--- src/rtl/txr_pkg.sv ---
package txr_pkg;
  typedef enum logic [3:0] {
    ST_IDLE, ST_RD_MODE, ST_RD_BUF, ST_RD_LEN, ST_RD_NEXT,
    ST_START, ST_WAIT, ST_WR_STAT, ST_WR_MODE
  } walk_st_e;

  localparam int OWN_BIT  = 31;
  localparam int PAD_BIT  = 0;
  localparam int CRC_BIT  = 1;
  localparam int IRQ_BIT  = 2;
  localparam int DONE_BIT = 19;
  localparam int EN_BIT   = 8;

  localparam logic [2:0] RA_CTRL = 3'd0;
  localparam logic [2:0] RA_BASE = 3'd1;
  localparam logic [2:0] RA_KICK = 3'd2;
  localparam logic [2:0] RA_CUR  = 3'd3;
  localparam logic [2:0] RA_BUF  = 3'd4;
  localparam logic [2:0] RA_INT  = 3'd5;
endpackage

--- src/rtl/txr_rst_sync.sv ---
module txr_rst_sync #(
  parameter int STAGES = 2
) (
  input  logic clk,
  input  logic rst_n,
  output logic srst_n
);
  logic [STAGES-1:0] sync_q;

  always_ff @(posedge clk or negedge rst_n) begin
    if (!rst_n) sync_q <= '0;
    else        sync_q <= {sync_q[STAGES-2:0], 1'b1};
  end

  assign srst_n = sync_q[STAGES-1];
endmodule

--- src/rtl/txr_regs.sv ---
module txr_regs
  import txr_pkg::*;
#(
  parameter int AW = 32
) (
  input  logic          clk,
  input  logic          rst_n,
  input  logic          reg_wr,
  input  logic [2:0]    reg_addr,
  input  logic [31:0]   reg_wdata,
  output logic [31:0]   reg_rdata,
  input  logic [AW-1:0] cur_desc,
  input  logic [AW-1:0] cur_buf,
  input  logic          int_set,
  input  logic          kick_take,
  output logic          tx_en,
  output logic          base_load,
  output logic          kick_pend,
  output logic          irq
);
  logic          en_q, en_d;
  logic [AW-1:0] base_q, base_d;
  logic          int_q, int_d;
  logic          pend_q, pend_d;
  logic          wr_ctrl, wr_base, wr_kick, wr_int;

  assign wr_ctrl = reg_wr && (reg_addr == RA_CTRL);
  assign wr_base = reg_wr && (reg_addr == RA_BASE);
  assign wr_kick = reg_wr && (reg_addr == RA_KICK);
  assign wr_int  = reg_wr && (reg_addr == RA_INT);

  always_comb begin
    en_d   = en_q;
    base_d = base_q;
    int_d  = int_q;
    pend_d = pend_q;
    if (wr_ctrl) en_d = reg_wdata[EN_BIT];
    if (wr_base) base_d = reg_wdata[AW-1:0];
    if (wr_int && reg_wdata[0]) int_d = 1'b0;
    if (int_set) int_d = 1'b1;
    if (kick_take) pend_d = 1'b0;
    if (wr_kick) pend_d = 1'b1;
  end

  always_ff @(posedge clk or negedge rst_n) begin
    if (!rst_n) begin
      en_q   <= 1'b0;
      base_q <= '0;
      int_q  <= 1'b0;
      pend_q <= 1'b0;
    end else begin
      en_q   <= en_d;
      base_q <= base_d;
      int_q  <= int_d;
      pend_q <= pend_d;
    end
  end

  always_comb begin
    reg_rdata = '0;
    unique case (reg_addr)
      RA_CTRL: reg_rdata = 32'(en_q) << EN_BIT;
      RA_BASE: reg_rdata = 32'(base_q);
      RA_CUR:  reg_rdata = 32'(cur_desc);
      RA_BUF:  reg_rdata = 32'(cur_buf);
      RA_INT:  reg_rdata = 32'(int_q);
      default: reg_rdata = '0;
    endcase
  end

  assign tx_en     = en_q;
  assign base_load = wr_base;
  assign kick_pend = pend_q;
  assign irq       = int_q;
endmodule

--- src/rtl/txr_walker.sv ---
module txr_walker
  import txr_pkg::*;
#(
  parameter int AW    = 32,
  parameter int LEN_W = 16
) (
  input  logic             clk,
  input  logic             rst_n,
  input  logic             tx_en,
  input  logic             kick_pend,
  output logic             kick_take,
  input  logic             base_load,
  input  logic [AW-1:0]    base_val,
  output logic             mem_req,
  output logic             mem_we,
  output logic [AW-1:0]    mem_addr,
  output logic [31:0]      mem_wdata,
  input  logic             mem_ack,
  input  logic [31:0]      mem_rdata,
  output logic             tx_start,
  output logic [AW-1:0]    tx_buf_addr,
  output logic [LEN_W-1:0] tx_len,
  output logic             tx_pad,
  output logic             tx_crc,
  input  logic             tx_done,
  output logic [AW-1:0]    cur_desc,
  output logic [AW-1:0]    cur_buf,
  output logic             int_set
);
  localparam logic [AW-1:0] OFS_BUF  = AW'(4);
  localparam logic [AW-1:0] OFS_LEN  = AW'(8);
  localparam logic [AW-1:0] OFS_NEXT = AW'(12);

  walk_st_e      state_q, state_d;
  logic [AW-1:0] cur_q, cur_d;
  logic [AW-1:0] buf_q, buf_d;
  logic [AW-1:0] nxt_q, nxt_d;
  logic [31:0]   mode_q, mode_d;
  logic [31:0]   sl_q, sl_d;

  // next-state process
  always_comb begin
    state_d   = state_q;
    cur_d     = cur_q;
    buf_d     = buf_q;
    nxt_d     = nxt_q;
    mode_d    = mode_q;
    sl_d      = sl_q;
    kick_take = 1'b0;
    int_set   = 1'b0;
    unique case (state_q)
      ST_IDLE: begin
        if (base_load) cur_d = base_val;
        if (kick_pend && tx_en) begin
          kick_take = 1'b1;
          state_d   = ST_RD_MODE;
        end
      end
      ST_RD_MODE: if (mem_ack) begin
        mode_d  = mem_rdata;
        state_d = mem_rdata[OWN_BIT] ? ST_RD_BUF : ST_IDLE;
      end
      ST_RD_BUF: if (mem_ack) begin
        buf_d   = mem_rdata[AW-1:0];
        state_d = ST_RD_LEN;
      end
      ST_RD_LEN: if (mem_ack) begin
        sl_d    = mem_rdata;
        state_d = ST_RD_NEXT;
      end
      ST_RD_NEXT: if (mem_ack) begin
        nxt_d   = mem_rdata[AW-1:0];
        state_d = ST_START;
      end
      ST_START: state_d = ST_WAIT;
      ST_WAIT:  if (tx_done) state_d = ST_WR_STAT;
      ST_WR_STAT: if (mem_ack) state_d = ST_WR_MODE;
      ST_WR_MODE: if (mem_ack) begin
        cur_d   = nxt_q;
        int_set = mode_q[IRQ_BIT];
        if (tx_en) begin
          kick_take = kick_pend;
          state_d   = ST_RD_MODE;
        end else begin
          state_d   = ST_IDLE;
        end
      end
      default: state_d = ST_IDLE;
    endcase
  end

  // register process
  always_ff @(posedge clk or negedge rst_n) begin
    if (!rst_n) begin
      state_q <= ST_IDLE;
      cur_q   <= '0;
      buf_q   <= '0;
      nxt_q   <= '0;
      mode_q  <= '0;
      sl_q    <= '0;
    end else begin
      state_q <= state_d;
      cur_q   <= cur_d;
      buf_q   <= buf_d;
      nxt_q   <= nxt_d;
      mode_q  <= mode_d;
      sl_q    <= sl_d;
    end
  end

  // memory port
  always_comb begin
    mem_req   = 1'b1;
    mem_we    = 1'b0;
    mem_addr  = cur_q;
    mem_wdata = '0;
    unique case (state_q)
      ST_RD_MODE: mem_addr = cur_q;
      ST_RD_BUF:  mem_addr = cur_q + OFS_BUF;
      ST_RD_LEN:  mem_addr = cur_q + OFS_LEN;
      ST_RD_NEXT: mem_addr = cur_q + OFS_NEXT;
      ST_WR_STAT: begin
        mem_we    = 1'b1;
        mem_addr  = cur_q + OFS_LEN;
        mem_wdata = sl_q | (32'd1 << DONE_BIT);
      end
      ST_WR_MODE: begin
        mem_we    = 1'b1;
        mem_addr  = cur_q;
        mem_wdata = mode_q & ~(32'd1 << OWN_BIT);
      end
      default: mem_req = 1'b0;
    endcase
  end

  assign tx_start    = (state_q == ST_START);
  assign tx_buf_addr = buf_q;
  assign tx_len      = sl_q[LEN_W-1:0];
  assign tx_pad      = mode_q[PAD_BIT];
  assign tx_crc      = mode_q[CRC_BIT];
  assign cur_desc    = cur_q;
  assign cur_buf     = buf_q;
endmodule

--- src/rtl/txring_engine.sv ---
module txring_engine #(
  parameter int AW    = 32,
  parameter int LEN_W = 16
) (
  input  logic             clk,
  input  logic             rst_n,
  input  logic             reg_wr,
  input  logic [2:0]       reg_addr,
  input  logic [31:0]      reg_wdata,
  output logic [31:0]      reg_rdata,
  output logic             mem_req,
  output logic             mem_we,
  output logic [AW-1:0]    mem_addr,
  output logic [31:0]      mem_wdata,
  input  logic             mem_ack,
  input  logic [31:0]      mem_rdata,
  output logic             tx_start,
  output logic [AW-1:0]    tx_buf_addr,
  output logic [LEN_W-1:0] tx_len,
  output logic             tx_pad,
  output logic             tx_crc,
  input  logic             tx_done,
  output logic             irq
);
  logic          srst_n;
  logic          tx_en, kick_pend, kick_take, base_load, int_set;
  logic [AW-1:0] cur_desc, cur_buf;

  txr_rst_sync #(.STAGES(2)) u_rst (
    .clk(clk), .rst_n(rst_n), .srst_n(srst_n)
  );

  txr_regs #(.AW(AW)) u_regs (
    .clk(clk), .rst_n(srst_n),
    .reg_wr(reg_wr), .reg_addr(reg_addr), .reg_wdata(reg_wdata),
    .reg_rdata(reg_rdata),
    .cur_desc(cur_desc), .cur_buf(cur_buf),
    .int_set(int_set), .kick_take(kick_take),
    .tx_en(tx_en), .base_load(base_load), .kick_pend(kick_pend), .irq(irq)
  );

  txr_walker #(.AW(AW), .LEN_W(LEN_W)) u_walk (
    .clk(clk), .rst_n(srst_n),
    .tx_en(tx_en), .kick_pend(kick_pend), .kick_take(kick_take),
    .base_load(base_load), .base_val(reg_wdata[AW-1:0]),
    .mem_req(mem_req), .mem_we(mem_we), .mem_addr(mem_addr),
    .mem_wdata(mem_wdata), .mem_ack(mem_ack), .mem_rdata(mem_rdata),
    .tx_start(tx_start), .tx_buf_addr(tx_buf_addr), .tx_len(tx_len),
    .tx_pad(tx_pad), .tx_crc(tx_crc), .tx_done(tx_done),
    .cur_desc(cur_desc), .cur_buf(cur_buf), .int_set(int_set)
  );
endmodule

--- config.mk ---
export PLATFORM = sky130hd
export DESIGN_NAME = txring_engine
export DESIGN_NICKNAME = d
export VERILOG_FILES = /design/src/rtl/txr_pkg.sv /design/src/rtl/txr_rst_sync.sv /design/src/rtl/txr_regs.sv /design/src/rtl/txr_walker.sv /design/src/rtl/txring_engine.sv
export SDC_FILE = /design/constraint.sdc
export NUM_CORES = 1
export LEC_CHECK = 0
export BUFFER_PORTS_ARGS = -buffer_cell sky130_fd_sc_hd__buf_2
export CAP_MARGIN = 10
export CORE_MARGIN = 2
export CORE_UTILIZATION = 49
export DETAILED_ROUTE_END_ITERATION = 7
export GPL_TIMING_DRIVEN = 0
export PLACE_DENSITY = 0.76
export REMOVE_ABC_BUFFERS = 1
export SYNTH_ARGS = -nofsm -noshare
export SYNTH_HDL_FRONTEND = slang
export SYNTH_SLANG_ARGS = --single-unit
--- constraint.sdc ---
create_clock -name clk -period 6.4 [get_ports clk]
set_clock_uncertainty 0.15 [all_clocks]
set_input_delay 0 -clock clk [delete_from_list [all_inputs] [get_ports clk]]
set_output_delay 0 -clock clk [all_outputs]
set_load 0.02 [all_outputs]
# After elaboration in Yosys (flattened, before gate mapping)
# Index checks and enable logic that the tools add are counted.
[totals]
register_bits = 200
[classes]
add_sub_neg = 3
n_eq_ne = 22
muxes = 29
reduce_logical = 20
[op_table]
columns = ["operator", "count"]
rows = [
  ["32-bit case mux with 5 select lines", 1],
  ["32-bit case mux with 2 select lines", 2],
  ["32-bit case mux with 3 select lines", 1],
  ["32-bit by 4-bit adder with 32-bit output, second input constant", 2],
  ["32-bit two-way mux", 2],
  ["4-bit case mux with 9 select lines", 1],
  ["32-bit by 3-bit adder with 32-bit output, second input constant", 1],
  ["4-bit two-way mux", 8],
  ["4-bit by 3-bit equality test with 1-bit output, second input constant", 4],
  ["2-bit inequality test, second input constant", 8],
  ["1-bit two-way mux", 12],
  ["4-bit by 2-bit equality test with 1-bit output, second input constant", 2],
  ["2-bit AND reduction", 4],
  ["8-bit AND reduction", 1],
  ["3-bit by 2-bit equality test with 1-bit output, second input constant", 2],
  ["3-bit equality test, second input constant", 2],
  ["1-bit logical AND", 6],
  ["2-bit nonzero test", 3],
  ["6-bit OR reduction", 1],
  ["4-bit by 1-bit equality test with 1-bit output, second input constant", 1],
  ["4-bit equality test, second input constant", 1],
  ["4-bit zero test", 1],
  ["2-bit OR reduction", 2],
  ["3-bit by 1-bit equality test with 1-bit output, second input constant", 1],
  ["5 further kinds", 5],
]

# Logic depth before layout (Yosys ltp)
# Gate-level depths: netlist (run 1).
[logic_depth]
ltp_word = 5
ltp_mapped = 10
ltp_nobuf = 8

# By module
# A second synthesis (run 1) with hierarchy kept.
[unflattened]
cells_unflattened = 853
area_unflattened_um2 = 10196.0
[modules_own_cells]
columns = ["module", "instances", "cells_per_inst", "area_per_inst_um2", "seq_area_each_um2"]
rows = [
  ["txr_walker", 1, 688, 7932.6, 4053.9],
  ["txr_regs", 1, 162, 2209.6, 875.8],
  ["txr_rst_sync", 1, 3, 53.8, 50.0],
]

# Worst setup path after synthesis (run 1)
# No wires, ideal clock.
[synth_timing]
path_type = "flip-flop to output port"
from = "register u_walk.state_q[0]"
to = "output mem_addr[20]"
arrival_time_ns = 2.477
t_required_ns = 6.250
path_slack_ns = 3.773
path_stages_with_launch = 11
path_buffers = 2
path_cell_list = "dfrtp_1 buf_2 nor4b_4 xnor2_1 ha_1 o21ai_0 or3_4 a211oi_4 buf_6 nand4_1 xnor2_1"
[synth_via]
elab_chain_len = 3
word_cells_on_any_way = 6
classes_between = "eq/ne: 4; mux: 1; reduce/logical: 1"
[synth_rtl]
columns = ["item", "line", "source"]
rows = [
  ["from (decl)", "txr_walker.sv:34", "walk_st_e state_q, state_d;"],
  ["from (signal assigned)", "txr_walker.sv:102", "state_q <= state_d;"],
  ["4-bit by 2-bit equality test with 1-bit output / 4-bit by 3-bit equality test with 1-bit output (equally long branches)", "txr_walker.sv:117", "unique case (state_q)"],
  ["2-bit OR reduction (no line)", "-", ""],
  ["32-bit case mux with 3 select lines (*)", "txr_walker.sv:117", ""],
  ["to (decl)", "txring_engine.sv:13", "output logic [AW-1:0] mem_addr,"],
]
# Mark *: on every way between the ends. The rest lies on a longest branch, timed or not.

# Worst setup path after layout (run 1)
[layout_timing]
from = "register u_walk.state_q[3]"
to = "output mem_addr[24]"
# Same word-level chain as after synthesis.

==> results.cfg, run 1 <==
[outcome]
status = completed

[setup_path]
critPathMaxStageDelay_ns = 0.68
r2r_end = u_walk.mode_q[7]$_DFFE_PN0P_
slowest_stage = dfrtp_1
critPathRequiredTime_ns = 6.25
reg2reg_depth = 5
cp-end-kind = output port
timing.rr.start = u_walk.state_q[3]$_DFFE_PN0P_
rrSetupSlack_ns = 3.53
crit_arrival_ns = 3.84
cp-start-kind = flop
crit_chain = nor4b_4 -> xnor2_1 -> ha_1 -> o21ai_0 -> or3_4 -> a211oi_4 -> nand4_1 -> mux2_1 -> buf_2
cp_max_fo = 21
critical_path_class = reg -> out

[placement]
port_buffers = 221
place_hpwl_mm = 18.0
dpl.cell_count = 1260
post_dp_cell_area_mm2 = 0.0112
globalplace.congestion = 0.838

[clocking]
htreeDepth = 4
cts_tree = yes
cts-buffers-inserted = 17
cts_buffer_depth = 2
cts_root_buf = clkbuf_16
clock-sinks = 199
clk_pin_slew_ns = 0.07
clock_latency_ns = 0.42
cts_resized = 0

[finish]
drive_gt1_share_pct = 40.2
register_area_mm2 = 0.00498
n_antenna_cell = 0
multi_input_area_mm2 = 0.00448
final_common_cell = buf_2
nFillCells = 1525
design_area_mm2 = 0.0126
syn_to_final_growth_pct = 27.8
mostFrequentLayoutCells = buf_2, dfrtp_1, mux2_2
final_cells = 1371
nNetsFinal = 1167

[pwr]
sw_frac_of_total_pct = 39.8
leakage_uw = 0.00577
clkPwrFrac_pct = 18.4
power.switching_uw = 2270
internal-power_uw = 3430
comb_power_share_pct = 40.6
power_frac_seq_pct = 40.9
powerDensity_mw_per_mm2 = 452
max-vdd-ir-drop_mv = 0.228

[sta]
slew_headroom_pct = 15.8
slew_viol_final = 0
tightest_slew_ns = 1.26
grt_setup_unrepaired = false
max_freq_ghz = 0.251
holdWs_ns = 0.0150
report.final.hold_viol_count = 0
setup_viol = 0
min_period_ns = 3.99
finalCritPeriodShare_pct = 62.4

[drt]
drt_iter0_drc = 388
ant_nets = 0
viasPerCell = 5.47
vias = 7500
drc_errors = 0
drt_wl_total_mm = 25.9
first_pass_iters = 5
wl_per_cell_um = 18.9

[global_route]
grt_pass1_wl_mm = 42.0
gr-total-overflow = 0
grt_usage_pct = 24.7
antenna_found_initial = 0
grt_pass1_vias = 7775
grt_max_degree = 70

[synthesis]
synth_cell_types = 50
synth_edf_count = 0
synth_seq_cells = 199
synth_top_area_share_pct = 50.5
synth_cells = 836
synth.avg_cell_area_um2 = 11.8
synth_async_sr_flop_share_pct = 100
seq_area_frac_synth_pct = 50.5
synth-warning-count = 0
synth_ff_type = dfrtp_1
synth_top_cell_by_area = dfrtp_1
syn_area_mm2 = 0.00987
synth_area_leaders = dfrtp_1, mux2_2, mux2i_1

[floorplanning]
io-pin-count = 222
die_area_mm2 = 0.0213
core_area_mm2 = 0.0196
fp.dieH_um = 146
rows = 51
start_util_pct = 50.4
dieWidth_um = 146

[worst_hold_path]
min-delay-start = tx_done
min_path_type = in -> reg
whs_endpoint = u_walk.state_q[0]$_DFFE_PN0P_
min_path_cells = 5

[flow_run]
maxCapViolCount = 0
power groups by stage:
stage          sequential [uW]  combinational (uW)  clock [uW]
4_1_cts                   2330                2320        1070
3_3_place_gp              2340                2150           0
2_1_floorplan             2430                1330           0
6_report                  2330                2320        1050
3_5_place_dp              2350                2270           0
5_1_grt                   2420                2490        1130
sequential cells by signal, indices dropped and copies added (netlist names):
register / cells
u_walk.state_q: 4
u_regs.base_q: 32
u_walk.cur_desc: 32
u_walk.nxt_q: 32
u_regs.irq: 1
u_walk.sl_q: 31
u_rst.sync_q: 2
u_walk.mode_q: 31
u_regs.tx_en: 1
u_regs.kick_pend: 1
u_walk.cur_buf: 32
stage by stage:
step	power, uW	util (%)	worst slack [ns]	TNS (ns)
after global routing	6040	64.4	2.16	0
after floorplan	3770	-	0.276	0
after detailed placement	4620	57.3	2.92	0
after global placement	4490	55.5	-4.33	-556.44
final	5700	64.4	2.41	0
after CTS	5720	64.4	2.44	0
what timing repair did:
| action | 4_1_cts | 5_1_grt |
|---|---|---|
| buffers inserted | 0 | 0 |
| hold buffers | 79 | 0 |
| hold endpoints to repair | 199 | 0 |
worst max path at each step:
stage,from,endpoint,slack (ns),depth (start not counted)
2_1_floorplan,reg_addr[2],u_walk.cur_desc[0]$_DFFE_PN0P_,0.28,4
3_3_place_gp,reg_addr[1],u_walk.cur_desc[15]$_DFFE_PN0P_,-4.33,5
3_5_place_dp,u_walk.state_q[1]$_DFFE_PN0P_,mem_addr[24],2.92,9
4_1_cts,u_walk.state_q[1]$_DFFE_PN0P_,mem_addr[24],2.44,9
5_1_grt,u_walk.state_q[1]$_DFFE_PN0P_,mem_addr[24],2.16,9
6_report,u_walk.state_q[3]$_DFFE_PN0P_,mem_addr[24],2.41,9
cell usage after synthesis, drive strengths merged, types with 4 or more instances:
| cell type | instances |
|---|---|
| nand2 | 48 |
| clkbuf | 18 |
| a22o | 31 |
| and3 | 8 |
| dfrtp | 199 |
| nand4 | 19 |
| inv | 6 |
| nand3 | 11 |
| o21ai | 38 |
| nor3 | 8 |
| a21oi | 41 |
| buf | 59 |
| nor2 | 46 |
| xor2 | 5 |
| nand2b | 4 |
| mux2i | 66 |
| xnor2 | 24 |
| mux2 | 162 |
| nor2b | 6 |
area by class of cell:
| type | count | area share, % |
|---|---|---|
| Inverter | 6 | 0.179 |
| Timing Repair Buffer | 315 | 17.5 |
| Clock inverter | 13 | 1.12 |
| Tap cell | 265 | 2.63 |
| Sequential cell | 199 | 39.5 |
| Clock buffer | 19 | 3.59 |
| Multi-Input combinational cell | 554 | 35.5 |
per-layer routing:
metal	vias to the layer above	share of wire [%]	GRT usage (%)	routed length, um
met5	-	0	0	0
li1	3497	-	-	-
met4	0	1.7	6.42	448
met2	225	49	41.7	12600
met1	3745	43	31.9	11200
met3	33	6.3	6.08	1640
logic make-up after synthesis:
group	Yosys count	share of synthesized area (%)
adders and majority gates	3	0.355
xor gates and xnor gates	29	2.57
buffers and inverters	83	4.59
muxes	228	25.2
and+or+nand+nor	170	8.79
other	1	0.0380
AOI/OAI and AO/OA	123	7.99
DFF	199	50.5
critical path: cells and delay by family, from the launching register on:
family / cells / cell delay (ns)
adders and majority gates: 1 / 0.18
xor gates and xnor gates: 1 / 0.17
DFF: 1 / 0.68
and+or+nand+nor: 3 / 1.08
AOI/OAI and AO/OA: 2 / 0.70
muxes: 1 / 0.42
buffers and inverters: 1 / 0.18
No activity file was read; power rests on OpenSTA's default activity.
==> run 2, diff against run 1 <==
CORE_UTILIZATION = 55   (was 49)
PLACE_DENSITY = 0.81   (was 0.76)
clock period = 4.2 ns   (was 6.4 ns; I/O delays follow)
==> results.cfg, run 2 (synthesis results as in run 1) <==
[worst_hold_path]
min_path_type = reg -> async

[sta]
grt_setup_unrepaired = false
fin_setup_tns_ns = 0
finalCritPeriodShare_pct = 92.3
setup_viol = 0
min_period_ns = 3.88
tightest_slew_ns = 1.27
slew_headroom_pct = 15.0
slew_viol_final = 0
max_freq_ghz = 0.258
report.final.hold_viol_count = 0

[drt]
first_pass_iters = 5
drc_errors = 0
drt_iter0_drc = 423
top_layer = met4
ant_nets = 0
drt_wl_total_mm = 26.5
dr_wl_met2_mm = 13.4
m1WireLength_mm = 11.1
wl_per_cell_um = 20.0
vias = 7631
dr_wl_met3_mm = 1.59
viasPerCell = 5.75

[setup_path]
cp-end-kind = output port
critPathRequiredTime_ns = 4.05
timing.rr.start = u_walk.state_q[3]$_DFFE_PN0P_
cp_max_fo = 23
reg2reg_depth = 5
critical_path_class = reg -> out
cp-startpoint = u_walk.state_q[1]$_DFFE_PN0P_
cp-start-kind = flop
crit_arrival_ns = 3.73

[floorplanning]
die_area_mm2 = 0.0190
io-pin-count = 222
dieWidth_um = 138
core_area_mm2 = 0.0174
fp.dieH_um = 138
start_util_pct = 56.6
rows = 48

[clocking]
cts_tree = yes
cts_root_buf = clkbuf_16
htreeDepth = 4
clk_pin_slew_ns = 0.07
clock_latency_ns = 0.43
cts_buffer_depth = 2
clock-sinks = 199
cts_resized = 0
post_cts_buffers = 0
cts-buffers-inserted = 17

[placement]
globalplace.congestion = 0.808
dpl.cell_count = 1221
place_hpwl_mm = 18.0
port_buffers = 221

[finish]
final_cells = 1327
mostFrequentLayoutCells = buf_2, dfrtp_1, mux2_2
syn_to_final_growth_pct = 26.7
drive_gt1_share_pct = 40.3
final_common_cell = buf_2
nNetsFinal = 1163
n_antenna_cell = 0
nFillCells = 1191

[pwr]
comb_power_share_pct = 40.9
max-vdd-ir-drop_mv = 0.427
powerDensity_mw_per_mm2 = 693
leakage_uw = 0.00575
internal-power_uw = 5180
power_uw = 8660
sw_frac_of_total_pct = 40.2
power.switching_uw = 3480
clkPwrFrac_pct = 17.7
power_frac_seq_pct = 41.3

[outcome]
status = completed

[global_route]
grt_max_degree = 71
grt_pass1_vias = 7742
grt_pass1_wl_mm = 40.7
gr-total-overflow = 0
grt_usage_pct = 28.2
antenna_found_initial = 0

[flow_run]
maxCapViolCount = 0
## run 2: changes by cell type in the layout (fill, tap and decap cells not counted), sizes merged
cell         previous run  this run
clkinvlp                1         0
buf                   236       237
dlygate4sd3            79        74
inv                    10        13
clkinv                  8         6
## run 2: what timing repair did
action / CTS / global route
hold buffers: 74 / 0
setup endpoints to repair: 0 / 0
hold endpoints to repair: 199 / 0
## run 2: layout make-up
type | instances | area, um2 | area share (%)
inverters | 6 | 22.5 | 0.180
well taps | 225 | 282 | 2.25
repair buffers | 311 | 2190 | 17.5
multi-input cells | 554 | 4480 | 35.8
clock inverters | 13 | 114 | 0.911
clock buffers | 19 | 433 | 3.46
flip-flops and latches | 199 | 4980 | 39.9
## run 2: worst paths after layout
kind	endpoint	slack [ns]
worst max-delay path	mem_addr[24]	0.32
worst min-delay path	u_walk.mode_q[16]$_DFFE_PN0P_	0.15
worst max register to register	u_walk.mode_q[13]$_DFFE_PN0P_	1.40
worst min register to register	u_walk.mode_q[16]$_DFFE_PN0P_	0.15
max in group asynchronous	u_walk.nxt_q[3]$_DFFE_PN0P_	2.83
min in group clk	u_regs.base_q[27]$_DFFE_PN0P_	0.21
## run 2: power by group through the flow
stage,clock [uW],combinational [uW],sequential (uW)
2_1_floorplan,0,2030,3710
3_5_place_dp,0,3460,3590
4_1_cts,1560,3540,3550
5_1_grt,1640,3820,3700
3_3_place_gp,0,3270,3560
6_report,1530,3550,3580
## run 2: worst max-delay path, cell delays in order, from the launching register on
cell	delay (ns)
dfrtp_1	0.66
nor4b_4	0.47
xnor2_1	0.16
ha_1	0.19
o21ai_0	0.10
or3_4	0.39
a211oi_4	0.58
nand4_1	0.22
mux2_1	0.36
buf_2	0.17
## run 2: stage by stage
step           setup WS [ns]  cell area (um2)  util (%)  hold WS, ns
2_1_floorplan          -1.92             9440         -       -0.446
3_3_place_gp           -6.47            10800      62.1       -0.365
3_5_place_dp           0.834            11200      64.4       -0.359
4_1_cts                0.361            12500      71.8        0.164
5_1_grt                0.121            12500      71.8        0.201
6_report               0.323            12500      71.8        0.154
## run 2: metal layers
layer | up-vias | track usage, %
li1 | 3496 | -
met1 | 3868 | 35.1
met2 | 237 | 49.1
met3 | 30 | 7.05
met4 | 0 | 7.88
met5 | - | 0
==> run 3, diff against run 2 <==
CTS_BUF_LIST = sky130_fd_sc_hd__clkbuf_16   (was unset)
==> results.cfg, run 3 (synthesis results as in run 1) <==
[floorplanning]
die_area_mm2 = 0.0190
dieWidth_um = 138
core_area_mm2 = 0.0174
rows = 48
fp.dieH_um = 138
start_util_pct = 56.6
io-pin-count = 222

[pwr]
sw_frac_of_total_pct = 40.2
max-vdd-ir-drop_mv = 0.427
leakage_uw = 0.00576
power_uw = 8650
internal-power_uw = 5180
comb_power_share_pct = 41.0
power_frac_seq_pct = 41.4
clkPwrFrac_pct = 17.6
power.switching_uw = 3480
powerDensity_mw_per_mm2 = 692

[finish]
final_cells = 1327
mostFrequentLayoutCells = buf_2, dfrtp_1, mux2_2
n_antenna_cell = 0
drive_gt1_share_pct = 40.3
syn_to_final_growth_pct = 26.7
design_area_mm2 = 0.0125
post-route-util_pct = 71.8
nNetsFinal = 1163
final_common_cell = buf_2

[setup_path]
critical_path_class = reg -> out
r2r_end = u_walk.mode_q[13]$_DFFE_PN0P_
rrSetupSlack_ns = 1.40
crit_arrival_ns = 3.72
crit_buf_inv = 1
timing.rr.start = u_walk.state_q[3]$_DFFE_PN0P_
critical-path-top-delay-family = simple AND/OR/NAND/NOR gates
cp_max_fo = 23
slowest_stage = dfrtp_1
critPathRequiredTime_ns = 4.05
critPathMaxStageDelay_ns = 0.66
reg2reg_depth = 5
crit_chain = nor4b_4 -> xnor2_1 -> ha_1 -> o21ai_0 -> or3_4 -> a211oi_4 -> nand4_1 -> mux2_1 -> buf_2
cp-start-kind = flop
cp-end-kind = output port

[worst_hold_path]
min_path_type = reg -> async

[placement]
post_dp_cell_area_mm2 = 0.0112
post-place-ws_ns = 0.834
port_buffers = 221
globalplace.congestion = 0.808
place_hpwl_mm = 18.0
dpl.cell_count = 1221

[clocking]
cts_root_buf = clkbuf_16
cts-buffers-inserted = 17
htreeDepth = 4
clock_latency_ns = 0.42
clk_pin_slew_ns = 0.07
clock-sinks = 199
cts_buffer_depth = 2
cts_tree = yes

[global_route]
grt_pass1_vias = 7742
grt_max_degree = 71
antenna_found_initial = 0
gr-total-overflow = 0
grt_pass1_wl_mm = 40.7
grt_usage_pct = 28.2

[sta]
finalWorstSetupSlack_ns = 0.331
min_period_ns = 3.87
grt_setup_unrepaired = false
slew_headroom_pct = 15.3
finalCritPeriodShare_pct = 92.1
max_freq_ghz = 0.258
slew_viol_final = 0
report.final.hold_viol_count = 0
setup_viol = 0
tightest_slew_ns = 1.27

[drt]
first_pass_iters = 4
vias = 7641
wl_per_cell_um = 20.0
viasPerCell = 5.76
drc_errors = 0
drt_wl_total_mm = 26.5
ant_nets = 0
drt_iter0_drc = 438

[outcome]
status = completed

[flow_run]
maxCapViolCount = 0
-- run 3: changes by cell type in the layout (fill, tap and decap cells not counted), sizes merged --
cell,before,now
clkbuf,19,17
inv,13,15
-- run 3: per-stage QoR --
| step | setup TNS [ns] | hold slack [ns] |
|---|---|---|
| after floorplan | -437.03 | -0.446 |
| after global placement | -1153.75 | -0.365 |
| after detailed placement | 0 | -0.359 |
| after CTS | 0 | 0.164 |
| after global routing | 0 | 0.201 |
| final | 0 | 0.153 |
-- run 3: power by group through the flow --
stage	Combinational, uW	Sequential (uW)	Clock (uW)
floorplan	2030	3710	0
global placement	3270	3560	0
detailed placement	3460	3590	0
CTS	3540	3550	1550
global route	3820	3700	1640
finish	3540	3580	1530
-- run 3: final cells by class --
class	count	area [um2]
flip-flops and latches	199	4980
repair buffers	311	2190
multi-input cells	554	4480
clock inverters	15	121
inverters	6	22.5
fillers	1191	4920
clock buffers	17	425
well taps	225	282
-- run 3: worst max-delay path by stage --
stage	from	to	slack, ns	cells past startpoint
final	u_walk.state_q[1]$_DFFE_PN0P_	mem_addr[24]	0.33	9
after global routing	u_walk.state_q[3]$_DFFE_PN0P_	mem_addr[24]	0.12	9
after CTS	u_walk.state_q[1]$_DFFE_PN0P_	mem_addr[24]	0.36	9
after floorplan	reg_addr[2]	u_walk.cur_desc[0]$_DFFE_PN0P_	-1.92	4
after global placement	reg_addr[1]	u_walk.cur_desc[20]$_DFFE_PN0P_	-6.47	5
after detailed placement	u_walk.state_q[1]$_DFFE_PN0P_	mem_addr[24]	0.83	9
-- run 3: what timing repair did --
action                                 4_1_cts  5_1_grt
resized for setup                            0        0
buffers inserted                             0        0
endpoints found under the hold margin      199        0
hold buffers                                74        0
-- run 3: routing by layer --
| metal | global-route usage (%) | vias up | share of wire (%) |
|---|---|---|---|
| met2 | 49.1 | 246 | 51 |
| li1 | - | 3496 | - |
| met1 | 35.1 | 3868 | 42 |
| met5 | 0 | - | 0 |
| met4 | 7.88 | 0 | 1.6 |
| met3 | 7.05 | 31 | 5.8 |
